`src/rtl/dmac_pkg.sv`:
```
package dmac_pkg;
   localparam int NCH   = 4;
   localparam int CH_W  = 2;
   localparam int DEC_BIT = 5;
   localparam logic [7:0] CMD_ACCEPT = 8'h04;

   typedef enum logic [2:0] {
      OP_CMD   = 3'd0,
      OP_REQ   = 3'd1,
      OP_MSK1  = 3'd2,
      OP_MODE  = 3'd3,
      OP_PCLR  = 3'd4,
      OP_MRST  = 3'd5,
      OP_MCLR  = 3'd6,
      OP_MALL  = 3'd7
   } ctl_op_e;
endpackage

```
`src/rtl/dmac_chan.sv`:
```
module dmac_chan #(
   parameter int W = 16
) (
   input  logic         clk,
   input  logic         rst_n,
   input  logic         we,
   input  logic         reg_cnt,
   input  logic         hi,
   input  logic [7:0]   wdata,
   input  logic         mode_we,
   input  logic         adv,
   output logic [W-1:0] base_cnt,
   output logic [W-1:0] cur_addr,
   output logic [W-1:0] done_cnt,
   output logic [7:0]   mode,
   output logic [W-1:0] rb_addr,
   output logic [W-1:0] rb_cnt
);
   import dmac_pkg::*;

   logic [W-1:0] base_addr, base_a_nx, base_c_nx, byte_merge_a, byte_merge_c;
   logic         reload;

   // byte merge for an incoming write, high byte trimmed to the width
   always_comb begin
      byte_merge_a = hi ? {wdata[W-9:0], base_addr[7:0]} : {base_addr[W-1:8], wdata};
      byte_merge_c = hi ? {wdata[W-9:0], base_cnt[7:0]}  : {base_cnt[W-1:8], wdata};
      base_a_nx = (we && !reg_cnt) ? byte_merge_a : base_addr;
      base_c_nx = (we &&  reg_cnt) ? byte_merge_c : base_cnt;
   end

   assign reload = we && hi;

   always_ff @(posedge clk or negedge rst_n) begin
      if (!rst_n) begin
         base_addr <= '0;
         base_cnt  <= '0;
         cur_addr  <= '0;
         done_cnt  <= '0;
         mode      <= '0;
      end else begin
         base_addr <= base_a_nx;
         base_cnt  <= base_c_nx;
         if (reload) begin
            cur_addr <= base_a_nx;
            done_cnt <= '0;
         end else if (adv) begin
            done_cnt <= done_cnt + 1'b1;
         end
         if (mode_we) mode <= wdata;
      end
   end

   assign rb_addr = mode[DEC_BIT] ? (cur_addr - done_cnt) : (cur_addr + done_cnt);
   assign rb_cnt  = base_cnt - done_cnt;
endmodule

```
`src/rtl/dmac_ctl.sv`:
```
module dmac_ctl (
   input  logic       clk,
   input  logic       rst_n,
   input  logic       wr,
   input  logic       rd,
   input  logic [3:0] idx,
   input  logic [7:0] wdata,
   input  logic [3:0] tc_hit,
   output logic       ptr,
   output logic [3:0] mask,
   output logic [7:0] status,
   output logic       ctl_off,
   output logic [7:0] rd_ctl
);
   import dmac_pkg::*;

   logic       rd_eff, ch_acc, ctl_wr;
   ctl_op_e    op;
   logic       ptr_nx, off_nx;
   logic [3:0] mask_nx;
   logic [7:0] status_nx;
   logic [1:0] sel;

   assign rd_eff = rd && !wr;
   assign ch_acc = (wr || rd_eff) && !idx[3];
   assign ctl_wr = wr && idx[3];
   assign op     = ctl_op_e'(idx[2:0]);
   assign sel    = wdata[1:0];

   always_comb begin
      ptr_nx    = ch_acc ? ~ptr : ptr;
      mask_nx   = mask;
      status_nx = status;
      off_nx    = ctl_off;
      if (rd_eff && idx[3] && op == OP_CMD) status_nx[3:0] = 4'h0;
      if (ctl_wr) begin
         case (op)
            OP_CMD:  if ((wdata & ~CMD_ACCEPT) == 8'h00) off_nx = wdata[2];
            OP_REQ:  begin
                        status_nx[4 + sel] = wdata[2];
                        status_nx[sel]     = 1'b0;
                     end
            OP_MSK1: mask_nx[sel] = wdata[2];
            OP_MODE: ;
            OP_PCLR: ptr_nx = 1'b0;
            OP_MRST: begin
                        ptr_nx    = 1'b0;
                        mask_nx   = 4'hF;
                        status_nx = 8'h00;
                        off_nx    = 1'b0;
                     end
            OP_MCLR: mask_nx = 4'h0;
            OP_MALL: mask_nx = wdata[3:0];
            default: ;
         endcase
      end
      status_nx[3:0] = status_nx[3:0] | tc_hit;
   end

   always_ff @(posedge clk or negedge rst_n) begin
      if (!rst_n) begin
         ptr     <= 1'b0;
         mask    <= 4'hF;
         status  <= 8'h00;
         ctl_off <= 1'b0;
      end else begin
         ptr     <= ptr_nx;
         mask    <= mask_nx;
         status  <= status_nx;
         ctl_off <= off_nx;
      end
   end

   always_comb begin
      case (op)
         OP_CMD:  rd_ctl = status;
         OP_MALL: rd_ctl = {4'h0, mask};
         default: rd_ctl = 8'h00;
      endcase
   end
endmodule

```
`src/rtl/dmac_regs.sv`:
```
module dmac_regs #(
   parameter int W = 16
) (
   input  logic                         clk,
   input  logic                         rst_n,
   input  logic                         bus_wr,
   input  logic                         bus_rd,
   input  logic [3:0]                   bus_idx,
   input  logic [7:0]                   bus_wdata,
   output logic [7:0]                   bus_rdata,
   input  logic [dmac_pkg::NCH-1:0]     xfer_adv,
   input  logic [dmac_pkg::NCH-1:0]     xfer_tc,
   output logic [dmac_pkg::NCH*8-1:0]   ch_mode,
   output logic [dmac_pkg::NCH-1:0]     ch_mask,
   output logic [dmac_pkg::NCH-1:0]     ch_req,
   output logic [dmac_pkg::NCH*W-1:0]   ch_addr,
   output logic [dmac_pkg::NCH*W-1:0]   ch_done,
   output logic [dmac_pkg::NCH*W-1:0]   ch_len,
   output logic                         ctl_off
);
   import dmac_pkg::*;

   if (W < 9 || W > 16) begin : g_bad_width
      $error("dmac_regs: W must lie in 9..16");
   end

   logic         ptr;
   logic [7:0]   status;
   logic [7:0]   rd_ctl;
   logic [W-1:0] rb_a [NCH];
   logic [W-1:0] rb_c [NCH];
   logic         ch_wr;
   logic         mode_wr;

   assign ch_wr   = bus_wr && !bus_idx[3];
   assign mode_wr = bus_wr && (bus_idx == {1'b1, OP_MODE});

   dmac_ctl u_ctl (
      .clk     (clk),
      .rst_n   (rst_n),
      .wr      (bus_wr),
      .rd      (bus_rd),
      .idx     (bus_idx),
      .wdata   (bus_wdata),
      .tc_hit  (xfer_tc),
      .ptr     (ptr),
      .mask    (ch_mask),
      .status  (status),
      .ctl_off (ctl_off),
      .rd_ctl  (rd_ctl)
   );

   assign ch_req = status[7:4];

   for (genvar c = 0; c < NCH; c++) begin : g_ch
      dmac_chan #(.W(W)) u_chan (
         .clk      (clk),
         .rst_n    (rst_n),
         .we       (ch_wr && (bus_idx[2:1] == CH_W'(c))),
         .reg_cnt  (bus_idx[0]),
         .hi       (ptr),
         .wdata    (bus_wdata),
         .mode_we  (mode_wr && (bus_wdata[1:0] == CH_W'(c))),
         .adv      (xfer_adv[c]),
         .base_cnt (ch_len[c*W +: W]),
         .cur_addr (ch_addr[c*W +: W]),
         .done_cnt (ch_done[c*W +: W]),
         .mode     (ch_mode[c*8 +: 8]),
         .rb_addr  (rb_a[c]),
         .rb_cnt   (rb_c[c])
      );
   end

   logic [15:0] rb_word;
   logic [7:0]  rd_val;

   always_comb begin
      rb_word = 16'(bus_idx[0] ? rb_c[bus_idx[2:1]] : rb_a[bus_idx[2:1]]);
      if (bus_idx[3]) rd_val = rd_ctl;
      else            rd_val = ptr ? rb_word[15:8] : rb_word[7:0];
   end

   always_ff @(posedge clk or negedge rst_n) begin
      if (!rst_n)                 bus_rdata <= 8'h00;
      else if (bus_rd && !bus_wr) bus_rdata <= rd_val;
   end
endmodule

```
`config.mk`:
```
export PLATFORM = sky130hd
export DESIGN_NAME = dmac_regs
export DESIGN_NICKNAME = d
export VERILOG_FILES = /design/src/rtl/dmac_pkg.sv /design/src/rtl/dmac_chan.sv /design/src/rtl/dmac_ctl.sv /design/src/rtl/dmac_regs.sv
export SDC_FILE = /design/constraint.sdc
export NUM_CORES = 1
export LEC_CHECK = 0
export ABC_AREA = 0
export BUFFER_PORTS_ARGS = -buffer_cell sky130_fd_sc_hd__buf_2
export CAP_MARGIN = 10
export CORE_ASPECT_RATIO = 0.8
export CORE_MARGIN = 4
export CORE_UTILIZATION = 40
export DETAILED_ROUTE_END_ITERATION = 10
export PLACE_DENSITY_LB_ADDON = 0.25
export SYNTH_ARGS = -nofsm -noshare
export SYNTH_HDL_FRONTEND = slang
export SYNTH_SLANG_ARGS = --single-unit
```
`constraint.sdc`:
```
create_clock -name clk -period 4.48 [get_ports clk]
set_input_delay 1.12 -clock clk [delete_from_list [all_inputs] [get_ports clk]]
set_output_delay 1.12 -clock clk [all_outputs]
set_load 0.01 [all_outputs]
```
After elaboration in Yosys (flattened, before gate mapping):

Index checks and enable logic that the tools add are counted.

* bits in registers: 310
* bits in latches: 0
* RAM bits: 0
* ROM bits: 0
* input bits: 24
* output and inout port bits: 241
* logic and storage cells: 176
* memories kept: 0

* add/subtract/negate cells: 17
* multiply operators: 0
* divide/modulo/power cells: 0
* order comparisons: 6
* eq/ne operators: 14
* shifts and indexed selects: 0
* mux-type cells: 47
* bitwise gates (word level): 5
* reduce and logical (&&, ||, !) cells: 57

Operator list (count)
* $mux 16: 25
* $sub 16x16->16: 8
* $add 16x1->16 const B: 4
* $add 16x16->16: 4
* $bmux 16 s2: 2
* $ge 32x1->1 const B: 1
* $lt 32x4->1 const B: 1
* $pmux 8 s2: 2
* $logic_and 1x1->1: 30
* $reduce_and 2->1: 10
* $mux 8: 2
* $pmux 4 s4: 1
* $eq 3x3->1 const B: 4
* $reduce_bool 2->1: 6
* $and 8x8->8: 1
* $bwmux 8: 1
* $eq 2x2->1 const B: 4
* $logic_not 8->1: 1
* $mux 4: 2
* $not 4->8: 1
* $mux 1: 7
* $add 3x2->4 const A: 1
* $bwmux 4: 1
* $demux 1 s2: 2
* 21 further kinds: 25

Longest topological paths before layout:

* depth after elaboration: 10
* mapped depth: 17
* mapped depth without buffers: 16

Modules after synthesis:

A second synthesis with hierarchy kept.

* cell total of the unflattened synthesis: 2079
* area total of the unflattened synthesis: 21348.0 um2

By module, submodules not included
* dmac_chan (g_ch[1].u_chan ...): instances 2, cells each 447, area an instance 4601.9 um2, sequential area each 1801.7 um2
* dmac_chan (g_ch[0].u_chan): instances 1, cells each 493, area an instance 4832.1 um2, sequential area each 1801.7 um2
* dmac_chan (g_ch[3].u_chan): instances 1, cells each 473, area an instance 4770.8 um2, sequential area each 1801.7 um2
* dmac_regs: instances 1, cells each 120, area an instance 1577.8 um2, sequential area each 200.2 um2
* dmac_ctl: instances 1, cells each 99, area an instance 963.4 um2, sequential area each 355.3 um2

Worst setup path before layout:

Ideal clock, no wire load.

* path kind: reg-to-reg
* start point: register g_ch[0].u_chan.done_cnt[2]
* end point: register bus_rdata[5]
* setup time: 82 ps
* data arrival time: 3395 ps
* required time: 4398 ps
* setup slack: 1002 ps
* cell stages (with the launch flop): 15
* buffers on the path: 1
* clock period less this slack: 3478 ps
* cells stage by stage: dfrtp_1 -> clkbuf_1 -> nor3_1 -> a31oi_1 -> xnor2_1 -> ha_1 -> nor4bb_1 -> a2111o_1 -> a211oi_1 -> a21oi_1 -> a311oi_1 -> a31oi_1 -> o221a_2 -> or3_1 -> o22ai_1

* word-level cells in the longest chain between the ends: 8
* elaborated cells on any way between the ends: 13
* those cells by class: 3 x add/sub; 10 x mux

RTL lines
* start, declared: RTL line dmac_chan.sv:14 `output logic [W-1:0] done_cnt,`
* start signal, assigned: RTL line dmac_chan.sv:48 `done_cnt <= done_cnt + 1'b1;`
* $add 16x16->16 or $sub 16x16->16 (tied branches): RTL line dmac_chan.sv:54 `assign rb_addr = mode[DEC_BIT] ? (cur_addr - done_cnt) : (cur_addr + done_cnt);`
* $mux 16: RTL line dmac_chan.sv:54
* $bmux 16 s2: RTL line dmac_regs.sv:78 `rb_word = 16'(bus_idx[0] ? rb_c[bus_idx[2:1]] : rb_a[bus_idx[2:1]]);`
* $mux 16 (not written as such) (2 in a row): RTL line dmac_regs.sv:78
* $mux 16 *: RTL line dmac_regs.sv:78
* $mux 8 *: RTL line dmac_regs.sv:80 `else rd_val = ptr ? rb_word[15:8] : rb_word[7:0];`
* $mux 8 *: RTL line dmac_regs.sv:79 `if (bus_idx[3]) rd_val = rd_ctl;`
* end signal, assigned: RTL line dmac_regs.sv:85 `else if (bus_rd && !bus_wr) bus_rdata <= rd_val;`
* end, declared: RTL line dmac_regs.sv:10 `output logic [7:0] bus_rdata,`

Every way passes the cells marked *; elsewhere a longest branch is shown, timed or not. The select of a mux whose other input is x is not followed.
A chain may end at the register's enable or synchronous reset.

Worst setup path in the final report:

* start point: register g_ch[0].u_chan.done_cnt[5]
* end point: register bus_rdata[7]

The elaborated chain is that of the path after synthesis.

==> impl_metrics.env <==
export IMPL_dieWidth_um=258.8
export IMPL_synthCells=2181
export IMPL_cts_resized=0
export IMPL_area_growth_pct=17.36
export IMPL_finalMaxSlewViolations=0
export IMPL_core_area_um2=49690
export IMPL_finalHoldViolCount=0
export IMPL_place_gp_congestion=1.008
export IMPL_syn_area_um2=20130
export IMPL_drc=0
export IMPL_crit_type="register to register"
export IMPL_clock_path_buffers=3
export IMPL_cts_made_buffers=38
export IMPL_fin_crit_ps=3981
export IMPL_setup_viol=0
export IMPL_std_cell_rows=73
export IMPL_port_buffer_count=264
export IMPL_start_kind="register"
export IMPL_cts_clk_slew_worst_paths_ps=70
export IMPL_layout_common_cells="dfrtp_1 (306), nand2_1 (297), buf_2 (263), nor2_1 (213), xnor2_1 (167)"
export IMPL_crit_path_max_fanout=6
export IMPL_worst_ep_arrival_time_ps=4470
export IMPL_first_pass_iters=8
export IMPL_cts_sinks=310
export IMPL_slew_headroom=0.4154
export IMPL_hold_class="register to register"
export IMPL_die_h_um=208.6
export IMPL_postCtsHoldBufs=0
export IMPL_ys_ff_latch=310
export IMPL_viasPerCell=5.808
export IMPL_worst_pin_slew_ps=869.1
export IMPL_setup_ws_ps=499.3
export IMPL_grt_pass1_vias=17530
export IMPL_end_kind="register"
export IMPL_setup_tns_ps=0
export IMPL_grt_max_degree=103
export IMPL_ir_drop_v=0.0004735
export IMPL_tritoncts="built"
export IMPL_rsz0062_at_grt="no"
export IMPL_power_leakage_nw=11.34
export IMPL_async_flop_share=1.000
export IMPL_hpwl_um=59020
export IMPL_mostFrequentLayoutCell="dfrtp_1"
export IMPL_period_share=0.8886
export IMPL_initialDrtViolationCount=2040
export IMPL_drive_gt1_frac=0.2211
export IMPL_root_buffer="clkbuf_16"
export IMPL_hold_ws_ps=457.9
export IMPL_wl_um=77330
export IMPL_synth_seq_area_share=0.3857
export IMPL_power_density_nw_per_um2=704.3
export IMPL_h_tree_depth=2
export IMPL_status="complete, no violations"
export IMPL_start_util=0.4050
export IMPL_pre_cts_ws_ps=607.5
export IMPL_synth_edff_count=0
export IMPL_clk_latency_ps=570
export IMPL_clock_skew_ps=26.95
export IMPL_cp_required_ps=4960
export IMPL_grt_first_pass_wirelength_um=114700
export IMPL_drtAntennaViolNets=0
export IMPL_whs_path_depth=1
export IMPL_grt_ovfl_total=0
export IMPL_drv_cap=0
export IMPL_r2r_cells=15
export IMPL_synth_cell_types=74
export IMPL_track_usage=0.2789
export IMPL_ios=265
export IMPL_layout_nets=2608
export IMPL_post_drt_wl_per_cell_um=24.55
export IMPL_power_w=0.01663
export IMPL_synth_fp_nets=2341
export IMPL_dr_total_vias=18290
export IMPL_cts_setup_buffers=0
export IMPL_dieArea_um2=53990
export IMPL_yosys_warnings=0
export IMPL_fmax_mhz=251.2
export IMPL_antenna_found_initial=2
export IMPL_synth_flop_cell="dfrtp_1"
export IMPL_avgSynthCellArea_um2=9.228
==> cells in the mapped netlist, types with 18 or more instances <==
cell type,number,share of area
dfrtp_1,306,0.38
nand2_1,297,0.055
nor2_1,217,0.040
xnor2_1,167,0.073
mux2_2,141,0.079
ha_1,128,0.080
inv_1,99,0.018
o21ai_0,97,0.024
a21oi_1,85,0.021
nor3_1,68,0.017
clkbuf_1,65,0.012
nand3_1,42,0.010
o21a_1,36,0.013
a211oi_1,28,0.010
a31oi_1,27,0.0084
xor2_1,27,0.012
and3_1,24,0.0075
or3_1,24,0.0075
a21o_1,23,0.0086
nor2b_1,22,0.0068
nand4_1,20,0.0062
nor4_1,18,0.0056
==> registers in the layout (all words and copies together), names as in the netlist, named ones only <==
name                   cells
g_ch.u_chan.done_cnt      64
bus_rdata                  8
u_ctl.ctl_off              1
u_ctl.status               8
g_ch.u_chan.mode          32
u_ctl.ptr                  1
g_ch.u_chan.base_cnt      64
g_ch.u_chan.cur_addr      64
g_ch.u_chan.base_addr     64
==> per-layer routing <==
| layer | share of wire | track usage | up-vias |
|---|---|---|---|
| li1 | - | - | 8267 |
| met1 | 0.46 | 0.4122 | 9080 |
| met2 | 0.43 | 0.4200 | 819 |
| met3 | 0.085 | 0.05465 | 128 |
| met4 | 0.028 | 0.07386 | 0 |
| met5 | 0 | 0 | - |
==> final timing paths <==
check,startpoint,end,slack (ps)
worst min-delay path,g_ch[3].u_chan.mode[0],g_ch[3].u_chan.mode[0],460
worst min register to register,g_ch[3].u_chan.mode[0],g_ch[3].u_chan.mode[0],460
worst max register to register,g_ch[0].u_chan.done_cnt[5],bus_rdata[7],500
min in group asynchronous,rst_n,g_ch[1].u_chan.mode[0],600
worst max-delay path,g_ch[0].u_chan.done_cnt[5],bus_rdata[7],500
max in group asynchronous,rst_n,g_ch[0].u_chan.base_cnt[9],2800
==> metrics by stage <==
stage          utilization  std cells  area, um^2
6_report            0.4753       3150       23620
5_1_grt             0.4753       3149       23620
4_1_cts             0.4753       3149       23620
3_5_place_dp        0.4496       3083       22340
3_3_place_gp        0.4496       3083       22340
2_1_floorplan            -       2181       20130
==> cells by family after synthesis <==
kind of cell	count (synthesis)	share of synthesized area
flip-flops	310	0.3857
AND/OR/NAND/NOR	772	0.1710
multiplexers	163	0.09481
buffers and inverters	178	0.03419
adder cells (fa/ha/maj)	136	0.08753
XOR/XNOR	194	0.08443
AO/OA/AOI/OAI	428	0.1424
==> report_power, final <==
part / switching [W] / leakage, nW / internal (W) / total [W]
clock network: 0.00132 / 0.627 / 0.00188 / 0.00320
registers: 0.000925 / 4.00 / 0.00349 / 0.00441
logic: 0.00542 / 6.72 / 0.00360 / 0.00902
total: 0.00767 / 11.3 / 0.00897 / 0.0166
==> worst max-delay path, stage by stage, from the launching register on <==
cell and delay, ps:
dfrtp_1 440, nor3_1 330, nand2_1 120, nor4_1 450, and2_1 260, nor2_1 70
xnor2_1 210, ha_1 320, a21oi_1 150, o21ai_0 160, or3_1 360, o2111ai_1 300
a211oi_1 120, nor4_1 270, nand2_1 110, a211oi_2 220
==> area by class of cell <==
| cell class | count | area (um^2) |
|---|---|---|
| fillers | 4792 | 26070 |
| multi-input cells | 1693 | 11690 |
| flip-flops and latches | 310 | 7762 |
| repair buffers | 304 | 1669 |
| clock buffers | 50 | 1077 |
| well taps | 675 | 844.6 |
| inverters | 101 | 379.1 |
| clock inverters | 16 | 198.9 |
| diodes | 1 | 2.502 |
Note: power is estimated with default switching activity, not from simulation.
